`src/rtl/prescale_pkg.sv`:
```
package prescale_pkg;

    typedef enum logic {
        MODE_DIVIDE = 1'b0,
        MODE_FILTER = 1'b1
    } pre_mode_e;

endpackage

```
`src/rtl/prescale_sync.sv`:
```
module prescale_sync #(
    parameter int STAGES = 2
) (
    input  logic clk,
    input  logic rst_n,
    input  logic din,
    output logic dout
);
    logic [STAGES-1:0] chain_d, chain_q;

    always_comb begin
        chain_d = {chain_q[STAGES-2:0], din};
    end

    always_ff @(posedge clk or negedge rst_n) begin
        if (!rst_n) chain_q <= '0;
        else        chain_q <= chain_d;
    end

    assign dout = chain_q[STAGES-1];
endmodule

```
`src/rtl/prescale_src_select.sv`:
```
module prescale_src_select #(
    parameter int NSRC  = 4,
    parameter int SEL_W = $clog2(NSRC)
) (
    input  logic [NSRC-1:0]  src_strobe,
    input  logic [SEL_W-1:0] src_sel,
    output logic             sel_strobe
);
    logic [NSRC-1:0] hit;

    for (genvar i = 0; i < NSRC; i++) begin : g_src
        assign hit[i] = src_strobe[i] && (src_sel == SEL_W'(i));
    end

    assign sel_strobe = |hit;
endmodule

```
`src/rtl/prescale_core.sv`:
```
module prescale_core
    import prescale_pkg::*;
#(
    parameter int SCALE_W = 4,
    parameter int SEL_W   = 2
) (
    input  logic               clk,
    input  logic               rst_n,
    input  logic               enable,
    input  pre_mode_e          mode,
    input  logic               bypass,
    input  logic [SCALE_W-1:0] scale,
    input  logic [SEL_W-1:0]   src_sel,
    input  logic               strobe,
    input  logic               din,
    output logic               tick,
    output logic               level
);
    localparam int CNT_W = 1 << SCALE_W;
    localparam int CFG_W = 2 + SCALE_W + SEL_W;
    localparam logic [CNT_W-1:0] ONES = '1;

    typedef struct packed {
        logic [CNT_W-1:0] div_cnt;
        logic [CNT_W-1:0] flt_cnt;
        logic             tick;
        logic             level;
        logic [CFG_W-1:0] cfg;
    } core_state_t;

    core_state_t st_d, st_q;
    logic [CFG_W-1:0] cfg_now;
    logic [CNT_W-1:0] div_last, flt_last;
    logic             cfg_changed;

    always_comb begin
        cfg_now     = {mode, bypass, scale, src_sel};
        cfg_changed = (cfg_now != st_q.cfg);
        div_last    = ONES >> (CNT_W - 1 - int'(scale));
        flt_last    = ONES >> (CNT_W - int'(scale));

        st_d      = st_q;
        st_d.tick = 1'b0;
        st_d.cfg  = cfg_now;

        if (!enable) begin
            st_d.div_cnt = '0;
            st_d.flt_cnt = '0;
            st_d.level   = 1'b0;
        end else if (cfg_changed) begin
            st_d.div_cnt = '0;
            st_d.flt_cnt = '0;
        end else if (mode == MODE_DIVIDE) begin
            st_d.flt_cnt = '0;
            if (strobe) begin
                if (bypass) begin
                    st_d.tick = 1'b1;
                end else if (st_q.div_cnt == div_last) begin
                    st_d.tick    = 1'b1;
                    st_d.div_cnt = '0;
                end else begin
                    st_d.div_cnt = st_q.div_cnt + 1'b1;
                end
            end
        end else begin
            st_d.div_cnt = '0;
            if (bypass) begin
                st_d.level   = din;
                st_d.flt_cnt = '0;
            end else if (din == st_q.level || scale == '0) begin
                st_d.flt_cnt = '0;
            end else if (strobe) begin
                if (st_q.flt_cnt == flt_last) begin
                    st_d.level   = din;
                    st_d.flt_cnt = '0;
                end else begin
                    st_d.flt_cnt = st_q.flt_cnt + 1'b1;
                end
            end
        end
    end

    always_ff @(posedge clk or negedge rst_n) begin
        if (!rst_n) st_q <= '0;
        else        st_q <= st_d;
    end

    assign tick  = st_q.tick;
    assign level = st_q.level;
endmodule

```
`src/rtl/tick_prescaler.sv`:
```
module tick_prescaler
    import prescale_pkg::*;
#(
    parameter int SCALE_W     = 4,
    parameter int NSRC        = 4,
    parameter int SYNC_STAGES = 2,
    localparam int SEL_W      = $clog2(NSRC)
) (
    input  logic               clk,
    input  logic               rst_n,
    input  logic               enable,
    input  logic               mode,
    input  logic               bypass,
    input  logic [SCALE_W-1:0] scale,
    input  logic [SEL_W-1:0]   src_sel,
    input  logic [NSRC-1:0]    src_strobe,
    input  logic               pulse_in,
    output logic               tick,
    output logic               filt_level
);
    logic sel_strobe;
    logic pin_sync;

    prescale_src_select #(.NSRC(NSRC), .SEL_W(SEL_W)) u_sel (
        .src_strobe (src_strobe),
        .src_sel    (src_sel),
        .sel_strobe (sel_strobe)
    );

    prescale_sync #(.STAGES(SYNC_STAGES)) u_sync (
        .clk   (clk),
        .rst_n (rst_n),
        .din   (pulse_in),
        .dout  (pin_sync)
    );

    prescale_core #(.SCALE_W(SCALE_W), .SEL_W(SEL_W)) u_core (
        .clk     (clk),
        .rst_n   (rst_n),
        .enable  (enable),
        .mode    (pre_mode_e'(mode)),
        .bypass  (bypass),
        .scale   (scale),
        .src_sel (src_sel),
        .strobe  (sel_strobe),
        .din     (pin_sync),
        .tick    (tick),
        .level   (filt_level)
    );
endmodule

```
`config.mk`:
```
export PLATFORM = sky130hd
export DESIGN_NAME = tick_prescaler
export DESIGN_NICKNAME = d
export VERILOG_FILES = /design/src/rtl/prescale_pkg.sv /design/src/rtl/prescale_sync.sv /design/src/rtl/prescale_src_select.sv /design/src/rtl/prescale_core.sv /design/src/rtl/tick_prescaler.sv
export SDC_FILE = /design/constraint.sdc
export NUM_CORES = 1
export LEC_CHECK = 0
export ABC_AREA = 1
export BUFFER_PORTS_ARGS = -buffer_cell sky130_fd_sc_hd__buf_4
export CAP_MARGIN = 10
export CORE_UTILIZATION = 56
export CTS_CLUSTER_DIAMETER = 40
export DETAILED_ROUTE_END_ITERATION = 6
export GPL_ROUTABILITY_DRIVEN = 0
export PLACE_DENSITY = 0.74
export SLEW_MARGIN = 25
export SYNTH_ARGS = -nofsm -noshare
export SYNTH_HDL_FRONTEND = slang
export SYNTH_SLANG_ARGS = --single-unit
```
`constraint.sdc`:
```
create_clock -name clk -period 1.9 [get_ports clk]
set_input_delay 0.095 -clock clk [delete_from_list [all_inputs] [get_ports clk]]
set_output_delay 0.095 -clock clk [all_outputs]
set_load 0.03 [all_outputs]
```
### Yosys cells after proc, flatten, opt, wreduce, memory -nomap -nowiden

Index checks and enable logic that the tools add are counted.

* shifts and indexed selects: 2
* divide/modulo/power cells: 0
* multiply operators: 0
* equality and inequality tests: 15
* reductions and logical operators: 10
* bitwise logic cells: 0
* $add $sub $neg: 4
* magnitude comparators: 0
* muxes and demuxes: 22

Operators with widths (number)
* $mux 16: 7
* $mux 32: 3
* $shr 16x32->16 const A: 2
* $add 16x1->16 const B: 2
* $eq 16x16->1: 2
* $mux 1: 11
* $ne 8x8->1: 1
* $ne 3x1->1 const B: 2
* $ne 6x2->1 const B: 1
* $sub 5x4->6 const A: 1
* $reduce_and 5->1: 1
* $sub 4x4->5 const A: 1
* $eq 2x2->1 const B: 2
* $logic_and 1x1->1: 4
* $logic_not 4->1: 1
* $ne 4x1->1 const B: 1
* $ne 4x3->1 const B: 1
* $reduce_or 4->1: 1
* $ne 3x3->1 const B: 1
* $eq 2x1->1 const B: 1
* $logic_not 2->1: 1
* $mux 2: 1
* $ne 2x1->1 const B: 1
* $ne 2x2->1 const B: 1
* 3 further kinds: 3

* memory bits (read-only): 0
* register bits: 44
* bits of input ports: 16
* output and inout bits: 2
* word-level logic and storage cells: 59
* memories kept: 0
* latch bits: 0
* memory bits (writable): 0

### Longest topological paths before layout

* word-level depth: 10
* mapped depth: 17
* mapped depth without buffers: 17

### Cells and area by module

A second synthesis with hierarchy kept.

* cell total of the unflattened synthesis: 430
* area, all modules: 3153.0 µm²

Modules (own cells, without submodules)
* prescale_core: area an instance 3051.7 µm², cells an instance 415, sequential area each 1051.0 µm², times used 1
* prescale_src_select: area an instance 51.3 µm², cells an instance 13, sequential area each 0.0 µm², times used 1
* prescale_sync: area an instance 50.0 µm², cells an instance 2, sequential area each 50.0 µm², times used 1

### Least setup slack after synthesis

OpenSTA, ideal clock, no wires.

* kind: input to register
* start: in scale[1]
* end: reg u_core.st_q[14] in the netlist's numbering
* setup time: 121 ps
* path slack: -126 ps
* required time: 1779 ps
* buffers on the path: 1
* arrival time: 1905 ps
* stages: 16
* path through: inv_1 > ha_1 > ha_1 > inv_1 > nand2_1 > nor2_1 > inv_1 > nand3_1 > nand2_1 > inv_1 > nand2_1 > nor3_2 > nand3_2 > nand2_4 > buf_12 > o21ai_2

* cells in the longest elaborated chain, start to end: 10
* elaborated cells on any way between the ends: 14
* those cells by class: add/sub: 1; eq/ne: 3; shift: 1; mux: 7; reduce/logical: 2

RTL lines
* start, declared: RTL line tick_prescaler.sv:14 `input logic [SCALE_W-1:0] scale,`
* $sub 5x4->6: RTL line prescale_core.sv:40 `flt_last = ONES >> (CNT_W - int'(scale));`
* $shr 16x32->16: RTL line prescale_core.sv:40
* $eq 16x16->1: RTL line prescale_core.sv:73 `if (st_q.flt_cnt == flt_last) begin`
* $mux 16: RTL line prescale_core.sv:73
* $mux 16: RTL line prescale_core.sv:72 `end else if (strobe) begin`
* $mux 16: RTL line prescale_core.sv:70 `end else if (din == st_q.level || scale == '0) begin`
* $mux 16: RTL line prescale_core.sv:67 `if (bypass) begin`
* $mux 32: RTL line prescale_core.sv:53 `end else if (mode == MODE_DIVIDE) begin`
* $mux 32: RTL line prescale_core.sv:50 `end else if (cfg_changed) begin`
* $mux 32: RTL line prescale_core.sv:46 `if (!enable) begin`
* end signal, assigned: RTL line prescale_core.sv:85 `else st_q <= st_d;`
* end, declared: RTL line prescale_core.sv:31 `core_state_t st_d, st_q;`

Several ways; a longest one is shown, not always the timed one. The select of a mux whose other input is x is not followed.
A chain may end at the register's enable or synchronous reset.

### Worst setup path after layout

* start: reg u_core.st_q[10] in the netlist's numbering
* end: reg u_core.st_q[22] in the netlist's numbering

* cells in the longest elaborated chain, start to end: 8
* elaborated cells on any way between the ends: 9
* those cells by class: add/sub: 1; eq/ne: 1; mux: 7

RTL lines (RTL line)
* $add 16x1->16 / $eq 16x16->1 (equally long branches): prescale_core.sv:77, prescale_core.sv:73
* $mux 16 *: prescale_core.sv:73
* $mux 16 *: prescale_core.sv:72
* $mux 16 *: prescale_core.sv:70
* $mux 16 *: prescale_core.sv:67
* $mux 32 *: prescale_core.sv:53
* $mux 32 *: prescale_core.sv:50
* $mux 32 *: prescale_core.sv:46

Every way passes the cells marked *; elsewhere a longest branch is shown, timed or not. The select of a mux whose other input is x is not followed.

==> out/metrics.cfg <==
[timing]
final_hold_viol_count = 0
worst_slack_ns = -0.0730
rsz0062_at_grt = yes
skew_ns = 0.00993
setup_tns_ns = -0.120
worst_slew_margin_rel = 0.620
worst_pin_slew_ns = 0.569
clock.fmax_mhz = 507
min_period_ns = 1.97
setup_viol = 2
drv_slew = 0
hold_slack_ns = 0.0457
post-route-period-util = 1.04

[synth]
syn_inst = 500
yosysTopAreaCell = dfrtp_1
syn-num-nets = 524
yosys.cell_types.count = 39
avgSynthCellArea_um2 = 6.86
synth-seq-cells = 44
synth_edf_count = 0
yosysTopAreaCellShare = 0.321
yosys_warnings = 0
ys_seq_area_frac = 0.321
async_flop_share = 1.00
ys.flop_type = dfrtp_1
ys_top_cells_by_area = dfrtp_1 32%, nand2_1 13%, inv_1 7.4%
synthesis.area_mm2 = 0.00343

[global_routing]
antenna_found_initial = 0
track_usage = 0.309
grt_pass1_wl_um = 15200
grt_overflow = 0
grt_max_degree = 45
grt_pass1_vias = 3333

[power_and_ir_drop]
netSwitchingFraction = 0.263
leakage_nw = 2.07
pwr-share-clk = 0.378
seq_power_share = 0.449
power_density_mw_per_mm2 = 479
ir_worst_vdd_uv = 405
internal-power_mw = 1.56
p_total_mw = 2.12
share_comb_of_total_power = 0.173
power.switching_mw = 0.558

[place]
placed_cells = 640
dp_slack_ns = -0.220
post_dp_cell_area_mm2 = 0.00405
place_hpwl_um = 7210
io_buffers = 17

[critical_path]
reg2reg_to = u_core.st_q[22]
arrival_ns = 2.16
critPathKind = reg -> reg
crit_path_end_kind = flop
cp-start-kind = flop
rrSetupSlack_ns = -0.07
path_cells = ha_2 > nand3_2 > nor3_2 > inv_1 > nor3_4 > nand4_1 > nor2_2 > xor2_2 > o21ai_2
r2r-start = u_core.st_q[10]
path_delay_family = simple AND/OR/NAND/NOR gates
ff2ff_path_depth = 9
max_stage_delay_ns = 0.40
crit_fanout = 3
crit_buf_inv = 1
critical-path-slowest-cell = dfrtp_1
crit_required_ns = 2.09

[final_layout]
nets = 606
fin_util = 0.746
fillers = 438
syn_to_final_growth_pct = 28.8
multi_input_comb_area_mm2 = 0.00215
fin_cells = 658
final_area_mm2 = 0.00442
diodes = 0
drive_gt1_frac = 0.259
seq_area_mm2 = 0.00110

[floorplan]
start_util = 0.580
die_w_um = 80.3
die_h_um = 80.3
fp-row-count = 28
core_area_mm2 = 0.00592
die_area_mm2 = 0.00645
io_pins = 18

[clocking]
h-tree-depth = 2
cts_tree = built
cts_max_path_buffers = 2
cts_sinks = 44
insertion_delay_ns = 0.30
cts-buffers-inserted = 5
root_buffer = clkbuf_8
clk_pin_slew_ns = 0.09

[outcome]
outcome = finished, violations left
violations = negative setup slack

[routing]
first_pass_iters = 5
wl_um = 9780
postRouteAntennaNets = 0
route.detailed.drc = 0
wire_per_inst_um = 14.9
avgViaCountPerCell = 5.65
first_iter_violations = 334
vias = 3719

[job]
cap_violations = 0

[worst_hold_path]
min_to = u_core.st_q[2]
hold_depth = 2
hold_path_class = in -> reg
hp-start = scale[0]

-- flip-flops by register name (all words and copies together), names as in the netlist --
register        flops
u_core.level        1
u_core.st_q        40
u_core.tick         1
u_sync.chain_q      2
-- power groups by stage --
stage / clock network [mW] / registers, mW / logic (mW)
after floorplan: 0 / 0.969 / 0.208
after global placement: 0 / 0.969 / 0.335
after detailed placement: 0 / 0.970 / 0.343
after CTS: 0.804 / 0.951 / 0.359
after global routing: 0.849 / 0.952 / 0.405
final: 0.800 / 0.951 / 0.366
-- layer usage --
metal  GRT usage  part of all wire  vias to the layer above
met5           0                 0                        -
met4      0.0839             0.027                        0
met3      0.0523             0.077                       32
met2       0.474              0.46                      186
met1       0.445              0.44                     1726
li1            -                 -                     1775
-- cell usage after synthesis, types with 2 or more instances --
cell        n
nand2_1   122
inv_1      68
nor2_1     58
nand3_1    46
dfrtp_1    44
xor2_1     25
o21ai_0    20
nand4_1    19
a21oi_1    16
nor3_1     16
o21ai_2    10
ha_1        8
or2_2       5
xnor2_1     4
buf_4       3
buf_6       3
nand2_2     3
nor2_2      3
inv_2       2
nand2_4     2
nand3_2     2
nand3b_1    2
o21ai_1     2
o22ai_1     2
-- cells in the final DEF (no fill, tap or decap), types with 8 or more instances in the layout --
cell type | Yosys | layout
nand2_1 | 122 | 118
buf_4 | 3 | 71
inv_1 | 68 | 62
nor2_1 | 58 | 53
nand3_1 | 46 | 43
dfrtp_1 | 44 | 43
xor2_1 | 25 | 24
nand4_1 | 19 | 19
a21oi_1 | 16 | 15
o21ai_0 | 20 | 14
o21ai_2 | 10 | 13
nor3_1 | 16 | 10
inv_2 | 2 | 8
-- repair_timing --
| action | 4_1_cts | 5_1_grt |
|---|---|---|
| buffers inserted | 0 | 4 |
| resized for setup | 6 | 42 |
| pin swaps | 2 | 9 |
| endpoints found under the hold margin | 50 | 0 |
| hold buffers | 7 | 0 |
| setup endpoints to repair | 9 | 31 |
-- cell families (layout without fill, tap and decap cells) --
family	count (synthesis)	in the layout	share of synthesized area
AOI/OAI and AO/OA	53	53	0.0919
xor gates and xnor gates	29	29	0.0740
buffers and inverters	79	162	0.101
DFF	44	44	0.321
adders and majority gates	8	8	0.0292
and+or+nand+nor	287	287	0.383
-- worst reg2reg max path: stages, from the launching register on --
cell	delay, ns
dfrtp_1	0.40
ha_2	0.22
nand3_2	0.10
nor3_2	0.16
inv_1	0.12
nor3_4	0.18
nand4_1	0.21
nor2_2	0.19
xor2_2	0.20
o21ai_2	0.08
-- layout make-up --
type / instances / share of cell area
well taps: 75 / 0.0212
inverters: 70 / 0.0595
multi-input cells: 377 / 0.486
repair buffers: 84 / 0.156
clock buffers: 7 / 0.0218
clock inverters: 1 / 0.00680
flip-flops and latches: 44 / 0.249
-- worst max path at each step --
stage | from | end | cells after the start
after global placement | scale[0] | u_core.level | 19
after global routing | u_core.st_q[10] | u_core.st_q[22] | 9
after detailed placement | scale[0] | u_core.level | 19
final | u_core.st_q[10] | u_core.st_q[22] | 9
after floorplan | u_core.st_q[10] | u_core.st_q[22] | 9
after CTS | u_core.st_q[3] | u_core.st_q[37] | 10
No activity file was read; power rests on OpenSTA's default activity.
